`config.mk`:
```
export PLATFORM = sky130hd
export DESIGN_NAME = irq_group_ctrl
export DESIGN_NICKNAME = d
export VERILOG_FILES = /design/src/rtl/irq_group_pkg.sv /design/src/rtl/irq_sync.sv /design/src/rtl/irq_edge_fsm.sv /design/src/rtl/irq_flag_bank.sv /design/src/rtl/irq_regfile.sv /design/src/rtl/irq_group_out.sv /design/src/rtl/irq_group_ctrl.sv
export SDC_FILE = /design/constraint.sdc
export NUM_CORES = 1
export LEC_CHECK = 0
export ABC_AREA = 1
export BUFFER_PORTS_ARGS = -buffer_cell sky130_fd_sc_hd__buf_2
export CORE_MARGIN = 3
export CORE_UTILIZATION = 50
export CTS_CLUSTER_SIZE = 25
export DETAILED_ROUTE_END_ITERATION = 6
export PLACE_DENSITY_LB_ADDON = 0.15
export SLEW_MARGIN = 20
export SYNTH_ARGS = -nofsm -noshare
export SYNTH_HDL_FRONTEND = slang
export SYNTH_HIERARCHICAL = 1
export SYNTH_SLANG_ARGS = --single-unit
```
`constraint.sdc`:
```
create_clock -name clk -period 1.65 [get_ports clk]
set_input_delay 0.165 -clock clk [delete_from_list [all_inputs] [get_ports clk]]
set_output_delay 0.165 -clock clk [all_outputs]
set_load 0.02 [all_outputs]
```
`src/rtl/irq_group_pkg.sv`:
```
package irq_group_pkg;

    localparam int DEF_SRC_N  = 16;
    localparam int DEF_OUT_N  = 4;
    localparam int DEF_ADDR_W = 4;

    localparam logic [DEF_ADDR_W-1:0] DEF_MASK_ADDR = 4'h4;
    localparam logic [DEF_ADDR_W-1:0] DEF_FLAG_ADDR = 4'hC;

    localparam logic [DEF_SRC_N-1:0] DEF_MASK_RST  = 16'hFFFF;
    localparam logic [DEF_SRC_N-1:0] DEF_LEVEL_SEL = 16'h7FFE;
    localparam logic [DEF_SRC_N-1:0] DEF_EDGE_SEL  = 16'h8000;

    // entry [g] lists the sources that feed output g
    localparam logic [DEF_OUT_N-1:0][DEF_SRC_N-1:0] DEF_GROUP_SEL =
        {16'h6386, 16'h1C00, 16'h0050, 16'h0028};

    typedef enum logic [0:0] {
        EDGE_ARMED = 1'b0,
        EDGE_SPENT = 1'b1
    } edge_state_e;

endpackage

```
`src/rtl/irq_sync.sv`:
```
module irq_sync #(
    parameter int             W       = 16,
    parameter logic [W-1:0]   RST_VAL = '1
) (
    input  logic         clk,
    input  logic         rst_n,
    input  logic [W-1:0] d,
    output logic [W-1:0] q
);

    logic [W-1:0] meta_q;

    always_ff @(posedge clk or negedge rst_n) begin
        if (!rst_n) begin
            meta_q <= RST_VAL;
            q      <= RST_VAL;
        end else begin
            meta_q <= d;
            q      <= meta_q;
        end
    end

endmodule

```
`src/rtl/irq_edge_fsm.sv`:
```
module irq_edge_fsm
    import irq_group_pkg::*;
(
    input  logic clk,
    input  logic rst_n,
    input  logic line_n,
    output logic fall
);

    edge_state_e state_q;
    edge_state_e state_d;

    // state register
    always_ff @(posedge clk or negedge rst_n) begin
        if (!rst_n) begin
            state_q <= EDGE_ARMED;
        end else begin
            state_q <= state_d;
        end
    end

    // transitions: arm-to-spent on a low sample, spent-to-arm on a high one
    always_comb begin
        state_d = state_q;
        unique case (state_q)
            EDGE_ARMED: if (!line_n) state_d = EDGE_SPENT;
            EDGE_SPENT: if (line_n)  state_d = EDGE_ARMED;
            default:                 state_d = EDGE_ARMED;
        endcase
    end

    // outputs
    always_comb begin
        fall = 1'b0;
        unique case (state_q)
            EDGE_ARMED: fall = !line_n;
            EDGE_SPENT: fall = 1'b0;
            default:    fall = 1'b0;
        endcase
    end

endmodule

```
`src/rtl/irq_flag_bank.sv`:
```
module irq_flag_bank #(
    parameter int           W         = 16,
    parameter logic [W-1:0] LEVEL_SEL = '0,
    parameter logic [W-1:0] EDGE_SEL  = '0
) (
    input  logic         clk,
    input  logic         rst_n,
    input  logic [W-1:0] sync_n,
    input  logic         clr_we,
    input  logic [W-1:0] clr_keep,
    output logic [W-1:0] flag_q,
    output logic [W-1:0] set_vec
);

    for (genvar i = 0; i < W; i++) begin : g_src
        if (EDGE_SEL[i]) begin : g_edge
            irq_edge_fsm u_fsm (
                .clk    (clk),
                .rst_n  (rst_n),
                .line_n (sync_n[i]),
                .fall   (set_vec[i])
            );
        end else if (LEVEL_SEL[i]) begin : g_level
            assign set_vec[i] = ~sync_n[i];
        end else begin : g_none
            assign set_vec[i] = 1'b0;
        end

        if (EDGE_SEL[i] || LEVEL_SEL[i]) begin : g_flag
            logic bit_q;
            // a new request outranks a clear in the same cycle
            always_ff @(posedge clk or negedge rst_n) begin
                if (!rst_n) begin
                    bit_q <= 1'b0;
                end else if (set_vec[i]) begin
                    bit_q <= 1'b1;
                end else if (clr_we && !clr_keep[i]) begin
                    bit_q <= 1'b0;
                end
            end
            assign flag_q[i] = bit_q;
        end else begin : g_noflag
            logic unused_src;
            assign unused_src = sync_n[i] ^ clr_keep[i];
            assign flag_q[i]  = 1'b0;
        end
    end

endmodule

```
`src/rtl/irq_regfile.sv`:
```
module irq_regfile #(
    parameter int                W         = 16,
    parameter int                ADDR_W    = 4,
    parameter logic [ADDR_W-1:0] MASK_ADDR = 4'h4,
    parameter logic [ADDR_W-1:0] FLAG_ADDR = 4'hC,
    parameter logic [W-1:0]      MASK_RST  = '1
) (
    input  logic              clk,
    input  logic              rst_n,
    input  logic              we,
    input  logic [ADDR_W-1:0] addr,
    input  logic [W-1:0]      wdata,
    input  logic [W-1:0]      flag_q,
    output logic [W-1:0]      mask_q,
    output logic [W-1:0]      rdata,
    output logic              flag_wr
);

    logic mask_hit;
    logic flag_hit;

    assign mask_hit = (addr == MASK_ADDR);
    assign flag_hit = (addr == FLAG_ADDR);
    assign flag_wr  = we && flag_hit;

    always_ff @(posedge clk or negedge rst_n) begin
        if (!rst_n) begin
            mask_q <= MASK_RST;
        end else if (we && mask_hit) begin
            mask_q <= wdata;
        end
    end

    always_comb begin
        if (mask_hit) begin
            rdata = mask_q;
        end else if (flag_hit) begin
            rdata = flag_q;
        end else begin
            rdata = '0;
        end
    end

endmodule

```
`src/rtl/irq_group_out.sv`:
```
module irq_group_out #(
    parameter int                  W         = 16,
    parameter int                  N         = 4,
    parameter logic [N-1:0][W-1:0] GROUP_SEL = '0
) (
    input  logic         clk,
    input  logic         rst_n,
    input  logic [W-1:0] flag_q,
    input  logic [W-1:0] mask_q,
    output logic [N-1:0] irq_out
);

    logic [W-1:0] pend;
    assign pend = flag_q & ~mask_q;

    for (genvar g = 0; g < N; g++) begin : g_out
        logic out_q;
        always_ff @(posedge clk or negedge rst_n) begin
            if (!rst_n) begin
                out_q <= 1'b0;
            end else begin
                out_q <= |(pend & GROUP_SEL[g]);
            end
        end
        assign irq_out[g] = out_q;
    end

endmodule

```
`src/rtl/irq_group_ctrl.sv`:
```
module irq_group_ctrl
    import irq_group_pkg::*;
#(
    parameter int                          SRC_N     = DEF_SRC_N,
    parameter int                          OUT_N     = DEF_OUT_N,
    parameter int                          ADDR_W    = DEF_ADDR_W,
    parameter logic [ADDR_W-1:0]           MASK_ADDR = DEF_MASK_ADDR,
    parameter logic [ADDR_W-1:0]           FLAG_ADDR = DEF_FLAG_ADDR,
    parameter logic [SRC_N-1:0]            MASK_RST  = DEF_MASK_RST,
    parameter logic [SRC_N-1:0]            LEVEL_SEL = DEF_LEVEL_SEL,
    parameter logic [SRC_N-1:0]            EDGE_SEL  = DEF_EDGE_SEL,
    parameter logic [OUT_N-1:0][SRC_N-1:0] GROUP_SEL = DEF_GROUP_SEL
) (
    input  logic              clk,
    input  logic              rst_n,
    input  logic [SRC_N-1:0]  irq_n,
    input  logic [ADDR_W-1:0] addr,
    input  logic              we,
    input  logic [SRC_N-1:0]  wdata,
    output logic [SRC_N-1:0]  rdata,
    output logic [OUT_N-1:0]  irq_out
);

    localparam logic [SRC_N-1:0] IDLE_LINES = '1;

    logic [SRC_N-1:0] sync_n;
    logic [SRC_N-1:0] flag_q;
    logic [SRC_N-1:0] set_vec;
    logic [SRC_N-1:0] mask_q;
    logic             flag_wr;

    irq_sync #(
        .W       (SRC_N),
        .RST_VAL (IDLE_LINES)
    ) u_sync (
        .clk   (clk),
        .rst_n (rst_n),
        .d     (irq_n),
        .q     (sync_n)
    );

    irq_flag_bank #(
        .W         (SRC_N),
        .LEVEL_SEL (LEVEL_SEL),
        .EDGE_SEL  (EDGE_SEL)
    ) u_flags (
        .clk      (clk),
        .rst_n    (rst_n),
        .sync_n   (sync_n),
        .clr_we   (flag_wr),
        .clr_keep (wdata),
        .flag_q   (flag_q),
        .set_vec  (set_vec)
    );

    irq_regfile #(
        .W         (SRC_N),
        .ADDR_W    (ADDR_W),
        .MASK_ADDR (MASK_ADDR),
        .FLAG_ADDR (FLAG_ADDR),
        .MASK_RST  (MASK_RST)
    ) u_regs (
        .clk     (clk),
        .rst_n   (rst_n),
        .we      (we),
        .addr    (addr),
        .wdata   (wdata),
        .flag_q  (flag_q),
        .mask_q  (mask_q),
        .rdata   (rdata),
        .flag_wr (flag_wr)
    );

    irq_group_out #(
        .W         (SRC_N),
        .N         (OUT_N),
        .GROUP_SEL (GROUP_SEL)
    ) u_out (
        .clk     (clk),
        .rst_n   (rst_n),
        .flag_q  (flag_q),
        .mask_q  (mask_q),
        .irq_out (irq_out)
    );

endmodule


```
Word level (Yosys, flattened, before mapping)
Cells that the tools add are included.
{ "totals": {"register_bits": 68, "latch_bits": 0, "ram_bits": 0, "mem_bits_ro": 0, "inputBits": 39, "output_inout_bits": 20, "mem_count": 0} }
{ "classes": {"n_addsub": 0, "multipliers": 0, "div_mod_pow": 0, "magnitude_cmp": 0, "eq_ne": 16, "shifts": 0, "muxes": 34, "bitwise": 3, "n_reduce_logical": 38} }
{ "op_table": {"columns": ["operator", "n"], "rows": [
  ["$mux 16", 2],
  ["$mux 1", 31],
  ["$ne 2x1->1 const B", 14],
  ["$logic_and 1x1->1", 17],
  ["$logic_not 1->1", 16],
  ["$and 15x15->15", 1],
  ["$not 15->15", 1],
  ["$reduce_or 7->1", 1],
  ["$eq 4x3->1 const B", 1],
  ["$eq 4x4->1 const B", 1],
  ["$reduce_or 2->1", 2],
  ["$reduce_or 3->1", 1],
  ["$pmux 1 s2", 1],
  ["$reduce_bool 2->1", 1],
  ["$not 1->1", 1]
]} }

Longest topological paths before layout
Gate-level depths: netlist (run 1).
{ "depth": {"word_depth": 5, "depth_mapped": 8, "depth_no_buf": 6} }

Hierarchy
The synthesis (run 1) kept the hierarchy.
{ "modules_own_cells": {"columns": ["mod", "n_inst", "cells_each", "area_per_inst_um2", "seq_area_each_um2"], "rows": [
  ["irq_regfile", 1, 129, 965.9, 420.4],
  ["irq_sync", 1, 32, 840.8, 840.8],
  ["irq_flag_bank", 1, 109, 799.5, 375.4],
  ["irq_group_out", 1, 40, 259.0, 100.1],
  ["irq_edge_fsm", 1, 3, 32.5, 25.0]
]} }

Worst setup path before layout (run 1)
No wires, ideal clock.
{ "synth_timing": {"kind": "in2reg", "startpoint": "input we", "endpoint": "register u_flags.g_src[15].g_flag.bit_q", "setup_ns": 0.116, "arrival_time_ns": 1.196, "required_time_ns": 1.534, "setup_slack_ns": 0.338, "path_stages": 8, "path_cell_list": "buf_4 > clkbuf_1 > inv_1 > nor2_1 > buf_6 > nand2_1 > nand2_1 > nand2_1"} }
{ "synth_via": {"elab_chain_len": 3} }
{ "synth_lines": {"columns": ["element", "line", "source"], "rows": [
  ["start, declared", "irq_group_ctrl.sv:18", "input logic we,"],
  ["$logic_and 1x1->1", "irq_regfile.sv:24", "assign flag_wr = we && flag_hit;"],
  ["named net flag_wr", "irq_group_ctrl.sv:30", "logic flag_wr;"],
  ["$logic_and 1x1->1", "irq_flag_bank.sv:37", "end else if (clr_we && !clr_keep[i]) begin"],
  ["$reduce_bool 2->1 (no line)", null, null],
  ["end signal, assigned", "irq_flag_bank.sv:34", "bit_q <= 1'b0;"],
  ["end signal, assigned", "irq_flag_bank.sv:36", "bit_q <= 1'b1;"],
  ["end signal, assigned", "irq_flag_bank.sv:38", "bit_q <= 1'b0;"],
  ["end, declared", "irq_flag_bank.sv:30", "logic bit_q;"]
]} }
The timed path passes the listed nets, and every way through them passes these cells.
A chain may end at the register's enable or synchronous reset.

Worst setup path after layout (run 1)
{ "layout_timing": {"startpoint": "register u_regs.mask_q[2]", "endpoint": "output rdata[2]"} }
{ "layout_via": {"elab_chain_len": 1} }
{ "layout_lines": {"columns": ["element", "line", "source"], "rows": [
  ["start, declared", "irq_regfile.sv:14", "output logic [W-1:0] mask_q,"],
  ["start signal, assigned", "irq_regfile.sv:30", "mask_q <= wdata;"],
  ["$mux 16", "irq_regfile.sv:35", "if (mask_hit) begin"],
  ["end, declared", "irq_group_ctrl.sv:20", "output logic [SRC_N-1:0] rdata,"]
]} }
Every way passes these cells.

==> metrics.txt, run 1 <==
run status complete, no violations; initial DRC count 140; Leak 1.83 nW; pin count of the biggest net entering global routing 67; FP Rows 26; signal arrival time at the worst endpoint 1270 ps; first-pass GRT wire length 8.62 mm; share of layout cells above drive strength 1 0.360; initial antenna violation count 0; part of the cycle the worst path needs 0.867; post-synth net total 335; worst slack at placement 233 ps; most frequent cells in the layout nand2_1, buf_2, inv_1, dfstp_2, dfrtp_1; CTS Sinks 66; # fillers 469; CTS tree built; area of the die 0.00650 sq mm; multi-input logic area 679 sq um; min cycle time layout 1430 ps; Final Skew 7.49 ps; Post-Route Setup TNS 0 ps; syn_area_per_cell 9.41 sq um; Starting Density 0.532; DR vias 1978; Critical Path Fanout Max 3; setup ws final 220 ps; CP Capture Type primary output; Die X 80.6 um; Antenna Nets Post-Route 0; H-tree depth 3; vias in the first global route 1881; Hold Vio Cnt, Final 0; grt ovf 0; nets 395; First-pass DRT Iterations 4; max-cap viol count 0; WL per Instance 12.1 um; peak supply drop 0.650 mV; io pins 59; postcts setup bufs 0; largest buffer count on any clock path 2; Syn Std Cell Area 0.00279 sq mm; die height 80.6 um; HP Class in2reg; Routed WL 5.20 mm; Seq. cell area 0.00171 sq mm; Post-DP HPWL 3.29 mm; Setup crit start kind register; total track usage 0.177; DR DRC count 0; unrepaired setup endpoints after global routing no; area delta synth->final 22.1%; power per cell area 1100 mW/mm^2; clk slew on worst S/H paths 70 ps; Max Clk Rate 699 MHz; average vias per placed instance 4.59; worst-skew pair later-pin latency 330 ps; setup violators final 0; Post-Syn Instances 296; hold slack final 63.9 ps; number of port buffers 57; most common cell after layout, fill and taps aside nand2_1; Critical Setup Path Class reg2out; RD Place Congestion 0.725; Core Region 0.00524 sq mm; Worst EP required 1480 ps; clock root buffer clkbuf_8; fin util 0.650; Ys Warns 6; n_diodes 0; Slew Limit Fails 0; CTS buffer count 9
## path summary, 6_finish.rpt
kind | start | end | slack, ps | depth (start not counted)
setup reg to reg | u_regs/mask_q[13] | u_out/g_out[3].out_q | 690 | 5
min in group asynchronous | rst_n | u_flags/g_src[12].g_flag.bit_q | 360 | 3
max in group asynchronous | rst_n | u_sync/q[5] | 940 | 3
hold reg to reg | u_sync/meta_q[2] | u_sync/q[2] | 350 | 0
hold / removal | wdata[6] | u_regs/mask_q[6] | 60 | 3
setup / recovery | u_regs/mask_q[2] | rdata[2] | 220 | 3
## power breakdown
| group | switching, mW | total, mW | internal (mW) | leakage, nW |
|---|---|---|---|---|
| sequential | 0.0740 | 1.91 | 1.84 | 0.664 |
| clock | 0.581 | 1.47 | 0.887 | 0.109 |
| combinational | 0.219 | 0.374 | 0.155 | 1.06 |
## stage by stage
stage               std cells  area [sq um]  total power, mW
detailed placement        399          3020             2.29
CTS                       431          3400             3.81
global placement          399          3020             2.27
finish                    431          3400             3.75
global route              431          3400             3.94
floorplan                 296          2790             2.14
## flip-flops by register name, summed over array words and instances (netlist names)
name	count
u_flags/g_src.g_edge.u_fsm/state_q	1
u_flags/g_src.g_flag.bit_q	15
u_out/g_out.out_q	4
u_regs/mask_q	16
u_sync/meta_q	15
u_sync/q	15
## per-layer routing
| metal | up-vias | part of all wire | track usage |
|---|---|---|---|
| met5 | - | 0 | 0 |
| li1 | 1006 | - | - |
| met3 | 7 | 0.048 | 0.0426 |
| met1 | 917 | 0.46 | 0.231 |
| met4 | 0 | 0.014 | 0.0861 |
| met2 | 48 | 0.47 | 0.277 |
## critical path: stages, from the launching register on
cell and delay [ps]:
dfstp_2 540, nand3_1 70, o21ai_0 120, buf_2 210
## layout make-up
type                            count  share of cell area
Clock buffer                       11              0.0416
Timing Repair Buffer               80               0.154
Tap cell                           70              0.0257
Clock inverter                      5              0.0228
Inverter                           49              0.0541
Multi-Input combinational cell    150               0.200
Sequential cell                    66               0.502
## what timing repair did
item | 4_1_cts | 5_1_grt
resized for setup | 0 | 0
endpoints found under the hold margin | 35 | 0
hold buffers | 16 | 0
(Power assumes the default switching activity.)
==> run 2: changes to the inputs <==
--- a/config.mk
+++ b/config.mk
@@ -9,2 +9,3 @@
 export BUFFER_PORTS_ARGS = -buffer_cell sky130_fd_sc_hd__buf_2
+export CORE_ASPECT_RATIO = 0.8
 export CORE_MARGIN = 3
==> constraint.sdc (replaced) <==
create_clock -name clk -period 1.65 [get_ports clk]
set_input_delay 0 -clock clk [delete_from_list [all_inputs] [get_ports clk]]
set_output_delay 0 -clock clk [all_outputs]
set_load 0.02 [all_outputs]
==> metrics.txt, run 2 (synthesized netlist as in run 1, its figures left out) <==
DR DRC count 0 (unchanged); CTS Sinks 66 (unchanged); pin count of the biggest net entering global routing 67 (unchanged); clock root buffer clkbuf_8; signal arrival time at the worst endpoint 1250 ps (-20 ps); Worst EP required 1650 ps (+170 ps); vias in the first global route 1950 (+3.7%); Hold Vio Cnt, Final 0 (unchanged); first-pass GRT wire length 8.90 mm (+3.3%); area delta synth->final 25.8%; H-tree depth 3 (unchanged); area of the die 0.00651 sq mm (about the same); CP Capture Type primary output; hold slack final 29.0 ps (-34.9 ps); unrepaired setup endpoints after global routing no; most frequent cells in the layout nand2_1, buf_2, inv_1, dfstp_2, dlygate4sd3_1; share of layout cells above drive strength 1 0.335 (-0.0250); grt ovf 0 (unchanged); setup violators final 0 (unchanged); run status complete, no violations; nets 410 (+3.8%); First-pass DRT Iterations 4 (unchanged); Cell Chain, Critical Path nand3_1 > o21ai_1 > buf_2; # fillers 407 (-13%); CTS Hold Bufs 32 (+16); RD Place Congestion 0.739 (+2.0%); initial antenna violation count 0 (unchanged); peak supply drop 0.636 mV (-2.1%); Critical Path Fanout Max 3 (unchanged); CP top delay family flip-flops; max reg flops 16 (unchanged); Leak 1.87 nW (+2.4%); power per cell area 1020 mW/mm^2 (-8.0%); Max Clk Rate 803 MHz (+15%); average vias per placed instance 4.62 (+0.69%); Top reg by flops u_regs/mask_q; Post-Route Setup TNS 0 ps (unchanged); worst-skew pair later-pin latency 340 ps (about the same); HP Class in2reg; Routed WL 5.30 mm (+2.0%); Critical Setup Path Class reg2out; initial DRC count 104 (-26%); CP max-delay cell dfstp_2; Post-DP HPWL 3.25 mm (-1.2%); largest buffer count on any clock path 2 (unchanged); Antenna Nets Post-Route 0 (unchanged); die height 72.8 um (-9.8%); fin util 0.677 (+0.0270); io pins 59 (unchanged); Starting Density 0.538 (+0.00591); part of the cycle the worst path needs 0.755 (-0.112); Final Skew 11.5 ps (+4.01 ps); CTS buffer count 9 (unchanged); min cycle time layout 1250 ps (-184 ps); CTS tree built; number of port buffers 57 (unchanged); total track usage 0.187 (+0.00925); Setup crit start kind register; n_diodes 0 (unchanged); Crit path largest cell delay 550 ps (about the same); most common cell after layout, fill and taps aside nand2_1; postcts setup bufs 0 (unchanged); clk slew on worst S/H paths 70 ps (about the same); DR vias 2024 (+2.3%); WL per Instance 12.1 um (+0.37%); max-cap viol count 0 (unchanged); Slew Limit Fails 0 (unchanged); Die X 89.4 um (+11%); Buf/Inv on CP 1 (unchanged); post-CTS sizing 0 (unchanged); Core Region 0.00518 sq mm (-1.1%); FP Rows 23 (-12%)
run 2: per-stage QoR:
| step | total power [mW] | cell area, sq um | setup slack [ps] | std cells |
|---|---|---|---|---|
| global placement | 2.27 | 3010 | 400 | 390 |
| CTS | 3.62 | 3500 | 380 | 438 |
| detailed placement | 2.29 | 3010 | 383 | 390 |
| finish | 3.56 | 3500 | 404 | 438 |
| global route | 3.75 | 3500 | 282 | 438 |
| floorplan | 2.14 | 2790 | 503 | 296 |
run 2: cell type report:
class | count | area [sq um] | area share
clock buffer | 13 | 139 | 0.0396
inverter | 49 | 184 | 0.0525
tap | 62 | 77.6 | 0.0221
sequential | 66 | 1710 | 0.488
clock inverter | 3 | 40.0 | 0.0114
multi-input combinational | 150 | 679 | 0.194
timing repair buffer | 95 | 676 | 0.193
run 2: worst register-to-register path, cell delays in order (launching register included):
cell     delay, ps
dfstp_2        550
inv_1           40
nand2_1         50
nand2_1         70
nor2_1          80
nand2_1         50
run 2: final timing paths:
path,slack (ps),to,cells past startpoint,from
max,400,rdata[7],3,u_regs/mask_q[7]
max in group asynchronous,1130,u_sync/q[8],3,rst_n
min in group asynchronous,210,u_flags/g_src[12].g_flag.bit_q,3,rst_n
max reg2reg,690,u_out/g_out[3].out_q,5,u_regs/mask_q[13]
min,30,u_regs/mask_q[10],4,addr[3]
min reg2reg,350,u_sync/q[3],0,u_sync/meta_q[3]
run 2: metal layers:
metal | vias to the layer above | global-route usage | wire length (um)
li1 | 1035 | - | -
met1 | 925 | 0.241 | 2420
met2 | 54 | 0.290 | 2490
met3 | 10 | 0.0598 | 312
met4 | 0 | 0.0793 | 79
met5 | - | 0 | 0
run 2: report_power, final:
group          internal (mW)  switching, mW  leakage [nW]
combinational          0.179          0.227          1.12
clock                  0.695          0.543        0.0914
sequential              1.84         0.0762         0.664
==> run 3: changes to the inputs <==
- ABC_AREA: 1 -> 0
- clock period: 1.65 -> 1.3 ns (I/O delays scaled with it)
==> metrics.txt, run 3 <==
share of layout cells above drive strength 1 0.502 (+0.167); Max Clk Rate 826 MHz; hold slack final 213 ps (+184 ps); average vias per placed instance 4.73 (+2.3%); Post-Route Setup TNS 0 ps (unchanged); run status complete, no violations; clock root buffer clkbuf_8; Starting Density 0.525 (-0.0127); Top reg by flops u_regs/mask_q; CTS Sinks 66 (unchanged); met3 WL 259 um (-17%); H-tree depth 3 (unchanged); Critical Setup Path Class reg2out; CP top delay family flip-flops; largest buffer count on any clock path 2 (unchanged); WL met2 2.24 mm (-10%); pin count of the biggest net entering global routing 67 (unchanged); initial antenna violation count 0 (unchanged); Ys Warns 6 (unchanged); Leak 1.61 nW (-14%); Slew Limit Fails 0 (unchanged); setup violators final 0 (unchanged); DR DRC count 0 (unchanged); M1 wire length 2.20 mm (-9.1%); postcts setup bufs 0 (unchanged); Post-Syn Instances 194 (-34%); worst-skew pair later-pin latency 330 ps (about the same); Buf/Inv on CP 1 (unchanged); CTS tree built; worst slack at placement 122 ps (-261 ps); FP Rows 23 (unchanged); Critical Path Fanout Max 3 (unchanged); n_diodes 0 (unchanged); number of port buffers 57 (unchanged); initial DRC count 56 (-46%); DR vias 1612 (-20%); Cell Chain, Critical Path a22o_1 > buf_2; power per cell area 1360 mW/mm^2 (+34%); Antenna Nets Post-Route 0 (unchanged); syn_area_per_cell 13.8 sq um (+46%); setup ws final 89.9 ps (-314 ps); Die X 87.8 um (-1.9%); grt ovf 0 (unchanged); DR top layer met4; fin util 0.672 (-0.00474); signal arrival time at the worst endpoint 1210 ps (-40 ps); Syn Std Cell Area 0.00267 sq mm (-4.0%); CP max-delay cell dfstp_2; HP Class in2async; total power 4.64 mW (+31%); max reg flops 16 (unchanged); Setup crit start kind register; max-cap viol count 0 (unchanged); Hold Vio Cnt, Final 0 (unchanged); CP Capture Type primary output; total track usage 0.172 (-0.0148); io pins 59 (unchanged); area of the die 0.00627 sq mm (-3.7%); Core Region 0.00509 sq mm (-1.7%); min cycle time layout 1210 ps; part of the cycle the worst path needs 0.931; Worst EP required 1300 ps (-350 ps); CTS buffer count 9 (unchanged); RD Place Congestion 0.727 (-1.7%); First-pass DRT Iterations 4 (unchanged); nets 314 (-23%); vias in the first global route 1657 (-15%); area delta synth->final 28.0%; post-synth net total 233 (-30%); WL per Instance 14.0 um (+16%); clk slew on worst S/H paths 70 ps (about the same); peak supply drop 0.844 mV (+33%); Post-DP HPWL 2.98 mm (-8.2%); Crit path largest cell delay 550 ps (about the same); die height 71.4 um (-1.9%); first-pass GRT wire length 7.86 mm (-12%); unrepaired setup endpoints after global routing no; most frequent cells in the layout buf_2, dfstp_2, dlygate4sd3_1, inv_1, dfrtp_1; Final Skew 5.34 ps (-6.17 ps); Routed WL 4.78 mm (-9.8%); most common cell after layout, fill and taps aside buf_2
-- run 3: where the power goes --
part	internal, mW	switching [mW]
registers	2.36	0.110
logic	0.322	0.227
clock network	0.922	0.697
total	3.61	1.04
-- run 3: worst min-delay path: cells and delay by family --
kind	cells	cell delay [ps]
buffers and inverters	3	940
-- run 3: final cells by class --
class | count | area, sq um
well taps | 62 | 77.6
clock buffers | 12 | 145
fillers | 374 | 1670
flip-flops and latches | 66 | 1710
multi-input cells | 77 | 693
clock inverters | 3 | 40.0
repair buffers | 94 | 656
inverters | 27 | 101
-- run 3: repair_timing --
action | CTS | global route
hold buffers | 32 | 0
hold endpoints to repair | 112 | 0
endpoints found under the setup margin | 0 | 1
resized for setup | 0 | 0
-- run 3: worst paths after layout --
| path | from | endpoint | slack [ps] | cells past startpoint |
|---|---|---|---|---|
| max reg2reg | u_regs/mask_q[8] | u_out/g_out[3].out_q | 120 | 3 |
| min reg2reg | u_sync/meta_q[12] | u_sync/q[12] | 350 | 0 |
| max | u_regs/mask_q[8] | rdata[8] | 90 | 2 |
| min | rst_n | u_flags/g_src[12].g_flag.bit_q | 210 | 3 |
| min in group clk | we | u_regs/mask_q[5] | 240 | 3 |
| max in group asynchronous | rst_n | u_sync/q[8] | 770 | 3 |
-- run 3: per-layer routing --
metal  GRT usage  up-vias
met1       0.218      776
met2       0.258       47
met4      0.0698        0
met3      0.0770        9
li1            -      780
met5           0        -
-- run 3: stage by stage --
step / cell area (sq um) / instances
after floorplan: 2680 / 194
after global placement: 2920 / 294
after detailed placement: 2920 / 294
after CTS: 3420 / 341
after global routing: 3420 / 341
final: 3420 / 341
